==> config.mk <==
export PLATFORM = sky130hd
export DESIGN_NAME = axi_ldst_port
export DESIGN_NICKNAME = d
export VERILOG_FILES = /design/src/rtl/ldst_pkg.sv /design/src/rtl/ldst_lane_map.sv /design/src/rtl/ldst_load_fmt.sv /design/src/rtl/ldst_ctrl.sv /design/src/rtl/axi_ldst_port.sv
export SDC_FILE = /design/constraint.sdc
export NUM_CORES = 1
export LEC_CHECK = 0
export BUFFER_PORTS_ARGS = -buffer_cell sky130_fd_sc_hd__buf_2
export CELL_PAD_IN_SITES_DETAIL_PLACEMENT = 2
export CELL_PAD_IN_SITES_GLOBAL_PLACEMENT = 2
export CORE_MARGIN = 3
export CORE_UTILIZATION = 30
export DETAILED_ROUTE_END_ITERATION = 6
export PLACE_DENSITY = 0.95
export SETUP_SLACK_MARGIN = 0.1
export SLEW_MARGIN = 20
export SYNTH_ARGS = -nofsm -noshare
export SYNTH_HDL_FRONTEND = slang
export SYNTH_SLANG_ARGS = --single-unit
==> constraint.sdc <==
create_clock -name clk_i -period 5.91 [get_ports clk_i]
set_clock_uncertainty 0.05 [all_clocks]
set_input_delay 0.591 -clock clk_i [delete_from_list [all_inputs] [get_ports clk_i]]
set_output_delay 0.591 -clock clk_i [all_outputs]
set_load 0.05 [all_outputs]
==> src/rtl/ldst_pkg.sv <==
package ldst_pkg;
  typedef enum logic [1:0] {
    SZ_BYTE = 2'd0,
    SZ_HALF = 2'd1,
    SZ_WORD = 2'd2,
    SZ_RSVD = 2'd3
  } acc_size_e;

  typedef enum logic [1:0] {
    ST_IDLE  = 2'd0,
    ST_LOAD  = 2'd1,
    ST_STORE = 2'd2
  } port_state_e;

  localparam int unsigned BYTE_W = 8;
endpackage

==> src/rtl/ldst_lane_map.sv <==
// Request-side lane logic: alignment check, strobes, store data replication.
module ldst_lane_map #(
  parameter int unsigned DATA_W = 32,
  localparam int unsigned STRB_W = DATA_W / ldst_pkg::BYTE_W,
  localparam int unsigned OFF_W  = $clog2(STRB_W)
) (
  input  logic [OFF_W-1:0]  off_i,
  input  logic [1:0]        size_i,
  input  logic [DATA_W-1:0] data_i,
  output logic              misaligned_o,
  output logic [STRB_W-1:0] strb_o,
  output logic [DATA_W-1:0] lanes_o
);
  logic [OFF_W-1:0] sz_mask;
  logic             sz_ok;

  always_comb begin
    sz_mask      = OFF_W'((32'd1 << size_i) - 32'd1);
    sz_ok        = (int'(size_i) <= int'(OFF_W)) && (size_i != 2'd3);
    misaligned_o = !sz_ok || (|(off_i & sz_mask));
  end

  for (genvar i = 0; i < STRB_W; i++) begin : lane_g
    logic [OFF_W-1:0] src;
    assign src       = OFF_W'(i) & sz_mask;
    assign strb_o[i] = ((OFF_W'(i) & ~sz_mask) == (off_i & ~sz_mask));
    assign lanes_o[ldst_pkg::BYTE_W*i +: ldst_pkg::BYTE_W] = data_i[{src, 3'b000} +: ldst_pkg::BYTE_W];
  end
endmodule

==> src/rtl/ldst_load_fmt.sv <==
// Shifts the addressed bytes down to bit 0 and extends to full width.
module ldst_load_fmt #(
  parameter int unsigned DATA_W = 32,
  localparam int unsigned STRB_W = DATA_W / ldst_pkg::BYTE_W,
  localparam int unsigned OFF_W  = $clog2(STRB_W)
) (
  input  logic [OFF_W-1:0]  off_i,
  input  logic [1:0]        size_i,
  input  logic              signed_i,
  input  logic [DATA_W-1:0] data_i,
  output logic [DATA_W-1:0] data_o
);
  logic [DATA_W-1:0] shifted;
  logic              fill;
  int                top;

  always_comb begin
    shifted = data_i >> {off_i, 3'b000};
    top     = (ldst_pkg::BYTE_W << size_i) - 1;
    if (top > int'(DATA_W) - 1) top = int'(DATA_W) - 1;
    fill    = signed_i & shifted[top];
    for (int j = 0; j < int'(DATA_W); j++) begin
      data_o[j] = (j <= top) ? shifted[j] : fill;
    end
  end
endmodule

==> src/rtl/ldst_ctrl.sv <==
// Transaction sequencer: one outstanding access, independent AW/W drop.
module ldst_ctrl
  import ldst_pkg::*;
(
  input  logic clk_i,
  input  logic rst_ni,
  input  logic start_i,
  input  logic write_i,
  input  logic misaligned_i,
  input  logic aw_ready_i,
  input  logic w_ready_i,
  input  logic b_valid_i,
  input  logic b_err_i,
  input  logic ar_ready_i,
  input  logic r_valid_i,
  input  logic r_err_i,
  output logic idle_o,
  output logic accept_o,
  output logic aw_valid_o,
  output logic w_valid_o,
  output logic ar_valid_o,
  output logic rd_capture_o,
  output logic done_o,
  output logic fault_mis_o,
  output logic fault_acc_o
);
  port_state_e state_q;
  logic aw_pend_q, w_pend_q, ar_pend_q;
  logic done_q, mis_q, acc_q;

  assign idle_o       = (state_q == ST_IDLE);
  assign accept_o     = idle_o && start_i && !misaligned_i;
  assign rd_capture_o = (state_q == ST_LOAD) && r_valid_i;
  assign aw_valid_o   = aw_pend_q;
  assign w_valid_o    = w_pend_q;
  assign ar_valid_o   = ar_pend_q;
  assign done_o       = done_q;
  assign fault_mis_o  = mis_q;
  assign fault_acc_o  = acc_q;

  always_ff @(posedge clk_i or negedge rst_ni) begin
    if (!rst_ni) begin
      state_q   <= ST_IDLE;
      aw_pend_q <= 1'b0;
      w_pend_q  <= 1'b0;
      ar_pend_q <= 1'b0;
      done_q    <= 1'b0;
      mis_q     <= 1'b0;
      acc_q     <= 1'b0;
    end else begin
      done_q <= 1'b0;
      mis_q  <= 1'b0;
      acc_q  <= 1'b0;
      unique case (state_q)
        ST_IDLE: begin
          if (start_i) begin
            if (misaligned_i) begin
              done_q <= 1'b1;
              mis_q  <= 1'b1;
            end else if (write_i) begin
              state_q   <= ST_STORE;
              aw_pend_q <= 1'b1;
              w_pend_q  <= 1'b1;
            end else begin
              state_q   <= ST_LOAD;
              ar_pend_q <= 1'b1;
            end
          end
        end
        ST_LOAD: begin
          if (ar_pend_q && ar_ready_i) ar_pend_q <= 1'b0;
          if (r_valid_i) begin
            done_q  <= 1'b1;
            acc_q   <= r_err_i;
            state_q <= ST_IDLE;
          end
        end
        ST_STORE: begin
          if (aw_pend_q && aw_ready_i) aw_pend_q <= 1'b0;
          if (w_pend_q && w_ready_i)   w_pend_q  <= 1'b0;
          if (b_valid_i) begin
            done_q  <= 1'b1;
            acc_q   <= b_err_i;
            state_q <= ST_IDLE;
          end
        end
        default: state_q <= ST_IDLE;
      endcase
    end
  end
endmodule

==> src/rtl/axi_ldst_port.sv <==
module axi_ldst_port #(
  parameter int unsigned ADDR_W = 32,
  parameter int unsigned DATA_W = 32,
  parameter logic [2:0]  PROT   = 3'b000,
  localparam int unsigned STRB_W = DATA_W / ldst_pkg::BYTE_W,
  localparam int unsigned OFF_W  = $clog2(STRB_W)
) (
  input  logic              clk_i,
  input  logic              rst_ni,
  input  logic              req_valid_i,
  input  logic              req_write_i,
  input  logic [ADDR_W-1:0] req_addr_i,
  input  logic [1:0]        req_size_i,
  input  logic              req_signed_i,
  input  logic [DATA_W-1:0] req_wdata_i,
  output logic              idle_o,
  output logic              done_o,
  output logic [DATA_W-1:0] rdata_o,
  output logic              fault_misalign_o,
  output logic              fault_access_o,
  output logic [ADDR_W-1:0] m_awaddr_o,
  output logic [2:0]        m_awprot_o,
  output logic [2:0]        m_awsize_o,
  output logic              m_awvalid_o,
  input  logic              m_awready_i,
  output logic [DATA_W-1:0] m_wdata_o,
  output logic [STRB_W-1:0] m_wstrb_o,
  output logic              m_wlast_o,
  output logic              m_wvalid_o,
  input  logic              m_wready_i,
  input  logic              m_bvalid_i,
  input  logic [1:0]        m_bresp_i,
  output logic              m_bready_o,
  output logic [ADDR_W-1:0] m_araddr_o,
  output logic [2:0]        m_arprot_o,
  output logic [2:0]        m_arsize_o,
  output logic              m_arvalid_o,
  input  logic              m_arready_i,
  input  logic [DATA_W-1:0] m_rdata_i,
  input  logic              m_rvalid_i,
  input  logic [1:0]        m_rresp_i,
  output logic              m_rready_o
);
  logic              misaligned, accept, rd_capture;
  logic [STRB_W-1:0] strb_d;
  logic [DATA_W-1:0] lanes_d, load_fmt;
  logic [ADDR_W-1:0] addr_q;
  logic [1:0]        size_q;
  logic              sign_q;
  logic [DATA_W-1:0] wdata_q, rdata_q;
  logic [STRB_W-1:0] strb_q;

  ldst_lane_map #(.DATA_W(DATA_W)) u_lane (
    .off_i        (req_addr_i[OFF_W-1:0]),
    .size_i       (req_size_i),
    .data_i       (req_wdata_i),
    .misaligned_o (misaligned),
    .strb_o       (strb_d),
    .lanes_o      (lanes_d)
  );

  ldst_ctrl u_ctrl (
    .clk_i        (clk_i),
    .rst_ni       (rst_ni),
    .start_i      (req_valid_i),
    .write_i      (req_write_i),
    .misaligned_i (misaligned),
    .aw_ready_i   (m_awready_i),
    .w_ready_i    (m_wready_i),
    .b_valid_i    (m_bvalid_i),
    .b_err_i      (|m_bresp_i),
    .ar_ready_i   (m_arready_i),
    .r_valid_i    (m_rvalid_i),
    .r_err_i      (|m_rresp_i),
    .idle_o       (idle_o),
    .accept_o     (accept),
    .aw_valid_o   (m_awvalid_o),
    .w_valid_o    (m_wvalid_o),
    .ar_valid_o   (m_arvalid_o),
    .rd_capture_o (rd_capture),
    .done_o       (done_o),
    .fault_mis_o  (fault_misalign_o),
    .fault_acc_o  (fault_access_o)
  );

  ldst_load_fmt #(.DATA_W(DATA_W)) u_fmt (
    .off_i    (addr_q[OFF_W-1:0]),
    .size_i   (size_q),
    .signed_i (sign_q),
    .data_i   (m_rdata_i),
    .data_o   (load_fmt)
  );

  always_ff @(posedge clk_i or negedge rst_ni) begin
    if (!rst_ni) begin
      addr_q  <= '0;
      size_q  <= 2'd0;
      sign_q  <= 1'b0;
      wdata_q <= '0;
      strb_q  <= '0;
    end else if (accept) begin
      addr_q  <= req_addr_i;
      size_q  <= req_size_i;
      sign_q  <= req_signed_i;
      wdata_q <= lanes_d;
      strb_q  <= strb_d;
    end
  end

  always_ff @(posedge clk_i or negedge rst_ni) begin
    if (!rst_ni)         rdata_q <= '0;
    else if (rd_capture) rdata_q <= load_fmt;
  end

  assign rdata_o    = rdata_q;
  assign m_awaddr_o = addr_q;
  assign m_araddr_o = addr_q;
  assign m_awsize_o = {1'b0, size_q};
  assign m_arsize_o = {1'b0, size_q};
  assign m_awprot_o = PROT;
  assign m_arprot_o = PROT;
  assign m_wdata_o  = wdata_q;
  assign m_wstrb_o  = strb_q;
  assign m_wlast_o  = 1'b1;
  assign m_bready_o = 1'b1;
  assign m_rready_o = 1'b1;
endmodule

* After elaboration in Yosys (flattened, before gate mapping) *
Cells that the tools add are included.

word-level totals
  output and inout port bits = 154
  memory bits (writable) = 0
  bits in read-only memories = 0
  input port bits = 112
  memories kept = 0
  word-level logic and storage cells = 159
  latch bits = 0
  register bits = 111

operators by class
  mux-type cells = 63
  order comparisons = 35
  shift operators = 6
  equality and inequality tests = 15
  bitwise logic cells = 4
  reductions and logical operators = 21
  divide/modulo/power cells = 0
  multiply operators = 0
  add/subtract/negate cells = 2

operator list
  cell                     count
  $le A6 B32 Y1 const A    16
  $le A5 B32 Y1 const A    8
  $le A4 B32 Y1 const A    4
  $le A3 B32 Y1 const A    2
  $shiftx A32 B6 Y8        2
  $mux W1                  50
  $gt A32 B6 Y1 const B    1
  $le A1 B32 Y1 const A    1
  $le A2 B32 Y1 const A    1
  $lt A32 B7 Y1 const B    1
  $mux W32                 1
  $shiftx A32 B5 Y8        1
  $shl A4 B2 Y32 const A   1
  $shr A32 B5 Y32          1
  $sub A32 B1 Y32 const B  1
  $ne A2 B2 Y1 const B     8
  $reduce_and A5 Y1        3
  $mux W2                  5
  $pmux W1 S2              4
  $logic_and A1 B1 Y1      7
  $pmux W2 S3              1
  $reduce_or A2 Y1         3
  $bmux W1 S5              1
  $and A2 B2 Y2            2
  16 further kinds         21

* Depth between registers and ports, before layout *
  depth after elaboration = 9
  depth in mapped cells = 8

* Hierarchy *
A second synthesis with hierarchy kept.

unflattened totals
  cell total of the unflattened synthesis = 532
  area, all modules = 6633.9 µm²

modules (own cells, without submodules)
  module         times used  seq. area each (µm²)  area each (µm²)  cells each
  axi_ldst_port  1           2577.5                4561.9           267
  ldst_load_fmt  1           0.0                   1012.2           151
  ldst_ctrl      1           200.2                 530.5            52
  ldst_lane_map  1           0.0                   529.3            62

* Worst setup path after synthesis *
Ideal clock, no wire load.

  kind = flip-flop to flip-flop
  start point = reg size_q[1]
  end point = reg rdata_q[16] (netlist: rdata_o[16])
  period minus slack after synthesis = 2305 ps
  stages on the path, launching flop included = 8
  data required time = 5793 ps
  path buffers = 0
  library setup time = 67 ps
  arrival time = 2188 ps
  setup slack = 3605 ps
  path through = dfrtp_1 > inv_1 > nand2_1 > ha_1 > o211ai_1 > nand2_1 > nor3_1 > a221o_1

between the ends
  cells in the longest elaborated chain, start to end = 9

RTL lines
  element                                     line                  text
  start: declaration                          axi_ldst_port.sv:48   logic [1:0] size_q;
  start signal: assignment                    axi_ldst_port.sv:103  size_q <= req_size_i;
  $shl A4 B2 Y32 *                            ldst_load_fmt.sv:19   top = (ldst_pkg::BYTE_W << size_i) - 1;
  $sub A32 B1 Y32 *                           ldst_load_fmt.sv:19
  $gt A32 B6 Y1                               ldst_load_fmt.sv:20   if (top > int'(DATA_W) - 1) top = int'(DATA_W) - 1;
  $mux W32 *                                  ldst_load_fmt.sv:20
  $bmux W1 S5                                 ldst_load_fmt.sv:21   fill = signed_i & shifted[top];
  $mux W1 (not written as such) (2 in a row)  ldst_load_fmt.sv:21
  $and A1 B1 Y1                               ldst_load_fmt.sv:21
  $mux W1 *                                   ldst_load_fmt.sv:23   data_o[j] = (j <= top) ? shifted[j] : fill;
  end signal: assignment                      axi_ldst_port.sv:112  else if (rd_capture) rdata_q <= load_fmt;
  end: declaration                            axi_ldst_port.sv:50   logic [DATA_W-1:0] wdata_q, rdata_q;

Every way passes the cells marked *; elsewhere a longest branch is shown, timed or not. The select of a mux whose other input is x is not followed.
A chain may end at the register's enable or synchronous reset.

* Worst setup path in the final report *
  start point = reg u_ctrl.state_q[1]
  end point = reg rdata_q[22] (netlist: rdata_o[22])

between the ends
  cells in the longest elaborated chain, start to end = 2

RTL lines
  element                   line             text
  start: declaration        ldst_ctrl.sv:27  port_state_e state_q;
  start signal: assignment  ldst_ctrl.sv:43  state_q <= ST_IDLE;
  start signal: assignment  ldst_ctrl.sv:61  state_q <= ST_STORE;
  start signal: assignment  ldst_ctrl.sv:65  state_q <= ST_LOAD;
  $eq A2 B1 Y1              ldst_ctrl.sv:33  assign rd_capture_o = (state_q == ST_LOAD) && r_valid_i;
  $logic_and A1 B1 Y1       ldst_ctrl.sv:33

Every way passes these cells.

==> summary.md <==
| Metric | Value |
|---|---|
| Mean Syn Cell Area | around 11 um2 |
| Synth Register Bits | approximately 110 |
| GRT Total Usage | 18.5% |
| Post-cts resize count | 0 |
| Final ANT Viol Nets | 0 |
| CTS H-Tree Depth | 3 |
| Ys flop type | dfrtp_1 |
| Core area | 18200 um2 |
| Outcome | finished, final reports clean |
| Max_cap viols | 0 |
| Clk buf depth | 2 |
| Warnings, synthesis | 0 |
| Placed instance area | 6810 um2 |
| EDFF count, synth | 0 |
| WL per Instance | 20.3 um |
| Hold crit path type | input port to asynchronous set/reset pin |
| Crit start category | flop |
| Synth cell types | 46 |
| Post-CTS setup buffer count | 0 |
| DP HPWL | 14600 um |
| Via density | 5.10 |
| Routed via count | roughly 4800 |
| Slowest cell on the critical path | nor3_1 |
| List of most frequent post-synthesis cells | dfrtp_1 (111), mux2_2 (51), buf_4 (48) |
| CP arrival | 2850 ps |
| Die Span X | 143 um |
| Initial antenna violation count | 1 |
| Pin count of the biggest net entering global routing | 70 |
| FFs w/ async S/R, synth | 100% |
| Max Clk Rate | approximately 380 MHz |
| R2r worst-path depth | 5 |
| Worst EP required | just over 6000 ps |
| First DRT Iteration DRCs | 162 |
| Final-report setup violation count | 0 |
| Reg2reg end | rdata_o[22] |
| ANT cells | 0 |
| CP max FO | 45 |
| CTS tree | yes |
| # hold bufs at CTS | 0 |
| WL final | between 15000 and 20000 um |
| Slew HR | between 30% and 40% |
| Sequential fraction of the synthesis area | 49.4% |
| CP Class | flop to flop |
| Clock transition at the registers of the reported paths | around 70 ps |
| Final Slew Violations | 0 |
| Area Growth Syn to Fin | 27.4% |
| Post-route cell area | 7170 um2 |
| Vias in the first global route | 5198 |
| Initial core utilization | between 30% and 40% |
| Worst-Skew Late Latency | 350 ps |
| Port Buffers | 254 |
| First-pass GRT wire length | 29600 um |
| Router iterations before antenna repair | 4 |
| Flop2flop setup slack | 3290 ps |
| Final min period | around 2600 ps |
| Worst r2r src | u_ctrl.state_q[1] |
| Crit share post-route | between 40 and 50% |
| Top-count cell post-synth | dfrtp_1 |
| Final Hold Fails | 0 |
| RSZ-0062 raised after global routing | no |
| Die Area | approximately 20000 um2 |
| Post-route DRC | 0 |
| Global placer's final weighted congestion | between 0.7 and 0.8 |
| CP Cell Sequence | inv_1 -> ha_1 -> nand2_2 -> nor3_1 -> a221o_1 |
| Crit path capture type | flop |
| TNS Setup | 0 ps |
| Fin nets | between 800 and 900 |
| Core Rows | 49 |
| Total clock sinks | 111 |
| Syn Std Cell Area | 5630 um2 |
| Synth top area share | 49.4% |
| Post-synthesis cell count | between 400 and 500 |
| Layout cells sized above 1 | 48.5% |
| Num CTS Buffers | 9 |
| Worst-Margin Slew | 1020 ps |
| CTS root buf | clkbuf_16 |
| Num ports | 266 |
| GRT Residual Overflow | 0 |
| Largest stage delay, worst path | 890 ps |
| Die Height | 143 um |
| Area leader, netlist | dfrtp_1 |
| Ranking of synthesized cells by area | dfrtp_1 (49%), mux2_2 (10%), buf_4 (6.4%) |
[final cells by class]
cell class | count | area (um2)
clock inverters | 6 | 91.3
well taps | 229 | 287
flip-flops and latches | 111 | 2780
clock buffers | 10 | 239
fillers | 1979 | 11000
inverters | 11 | 41.3
multi-input cells | 308 | 2370
repair buffers | 261 | 1360
[cells in the final DEF (no fill, tap or decap), drive strengths merged, types with 3 or more instances in the layout]
cell type | Yosys | routed
nor2b | 10 | 10
buf | 59 | 261
a21oi | 19 | 19
clkbuf | 11 | 10
o21ai | 31 | 31
mux2i | 32 | 32
o211ai | 3 | 3
nor3 | 6 | 6
ha | 7 | 7
conb | 2 | 11
o31ai | 4 | 4
nand2 | 48 | 48
a221o | 32 | 32
nor4 | 5 | 5
nor2 | 19 | 19
inv | 11 | 12
clkinv | 0 | 3
mux2 | 51 | 51
dfrtp | 111 | 111
a211oi | 8 | 8
[flip-flops by register name, indices dropped and copies added (netlist names)]
register	cells
m_wdata_o	32
u_ctrl.aw_valid_o	1
u_ctrl.done_o	1
m_araddr_o	32
u_ctrl.ar_valid_o	1
u_ctrl.state_q	2
size_q	2
u_ctrl.fault_mis_o	1
rdata_o	32
sign_q	1
m_wstrb_o	4
u_ctrl.fault_acc_o	1
u_ctrl.w_valid_o	1
[worst max path at each step]
stage / to / slack (ps) / from / cells past startpoint
4_1_cts: m_araddr_o[3] / 2980 / req_size_i[1] / 5
3_5_place_dp: m_araddr_o[3] / 2580 / req_size_i[1] / 5
2_1_floorplan: rdata_o[16] / 3600 / size_q[1] / 7
3_3_place_gp: m_araddr_o[17] / 2720 / req_size_i[1] / 5
6_report: rdata_o[22] / 3290 / u_ctrl.state_q[1] / 5
5_1_grt: rdata_o[17] / 3040 / u_ctrl.state_q[1] / 5
[metrics by stage]
stage	std cells	hold WS [ps]	utilization (%)	worst slack (ps)
5_1_grt	936	214	39.4	3040
4_1_cts	935	187	39.2	2980
2_1_floorplan	502	245	-	3600
6_report	936	183	39.4	3290
3_5_place_dp	919	423	37.4	2580
3_3_place_gp	919	406	37.4	2720
[critical path: cells and delay by family, from the launching register on]
family                   cells  cell delay [ps]
AO/OA/AOI/OAI                1              270
adder cells (fa/ha/maj)      1              230
buffers and inverters        1              110
flip-flops                   1              400
AND/OR/NAND/NOR              2             1460
[kinds of logic after synthesis]
logic type,Yosys count,share of synthesized area (%)
AND/OR/NAND/NOR,99,9.21
multiplexers,84,16.3
other,2,0.133
buffers and inverters,83,9.25
AO/OA/AOI/OAI,107,14.2
flip-flops,111,49.4
adder cells (fa/ha/maj),7,1.56
[per-layer routing]
layer / part of all wire (%) / global-route usage (%) / wire, um
met1: 39 / 21.5 / 7360
met2: 52 / 33.1 / 9810
met3: 7.3 / 4.52 / 1380
met4: 1.9 / 6.25 / 370
met5: 0.36 / 0 / 68
Power is left out: the tool's default activity adds up to more than one toggle a clock period on the data nets, which glitch-free logic cannot reach.
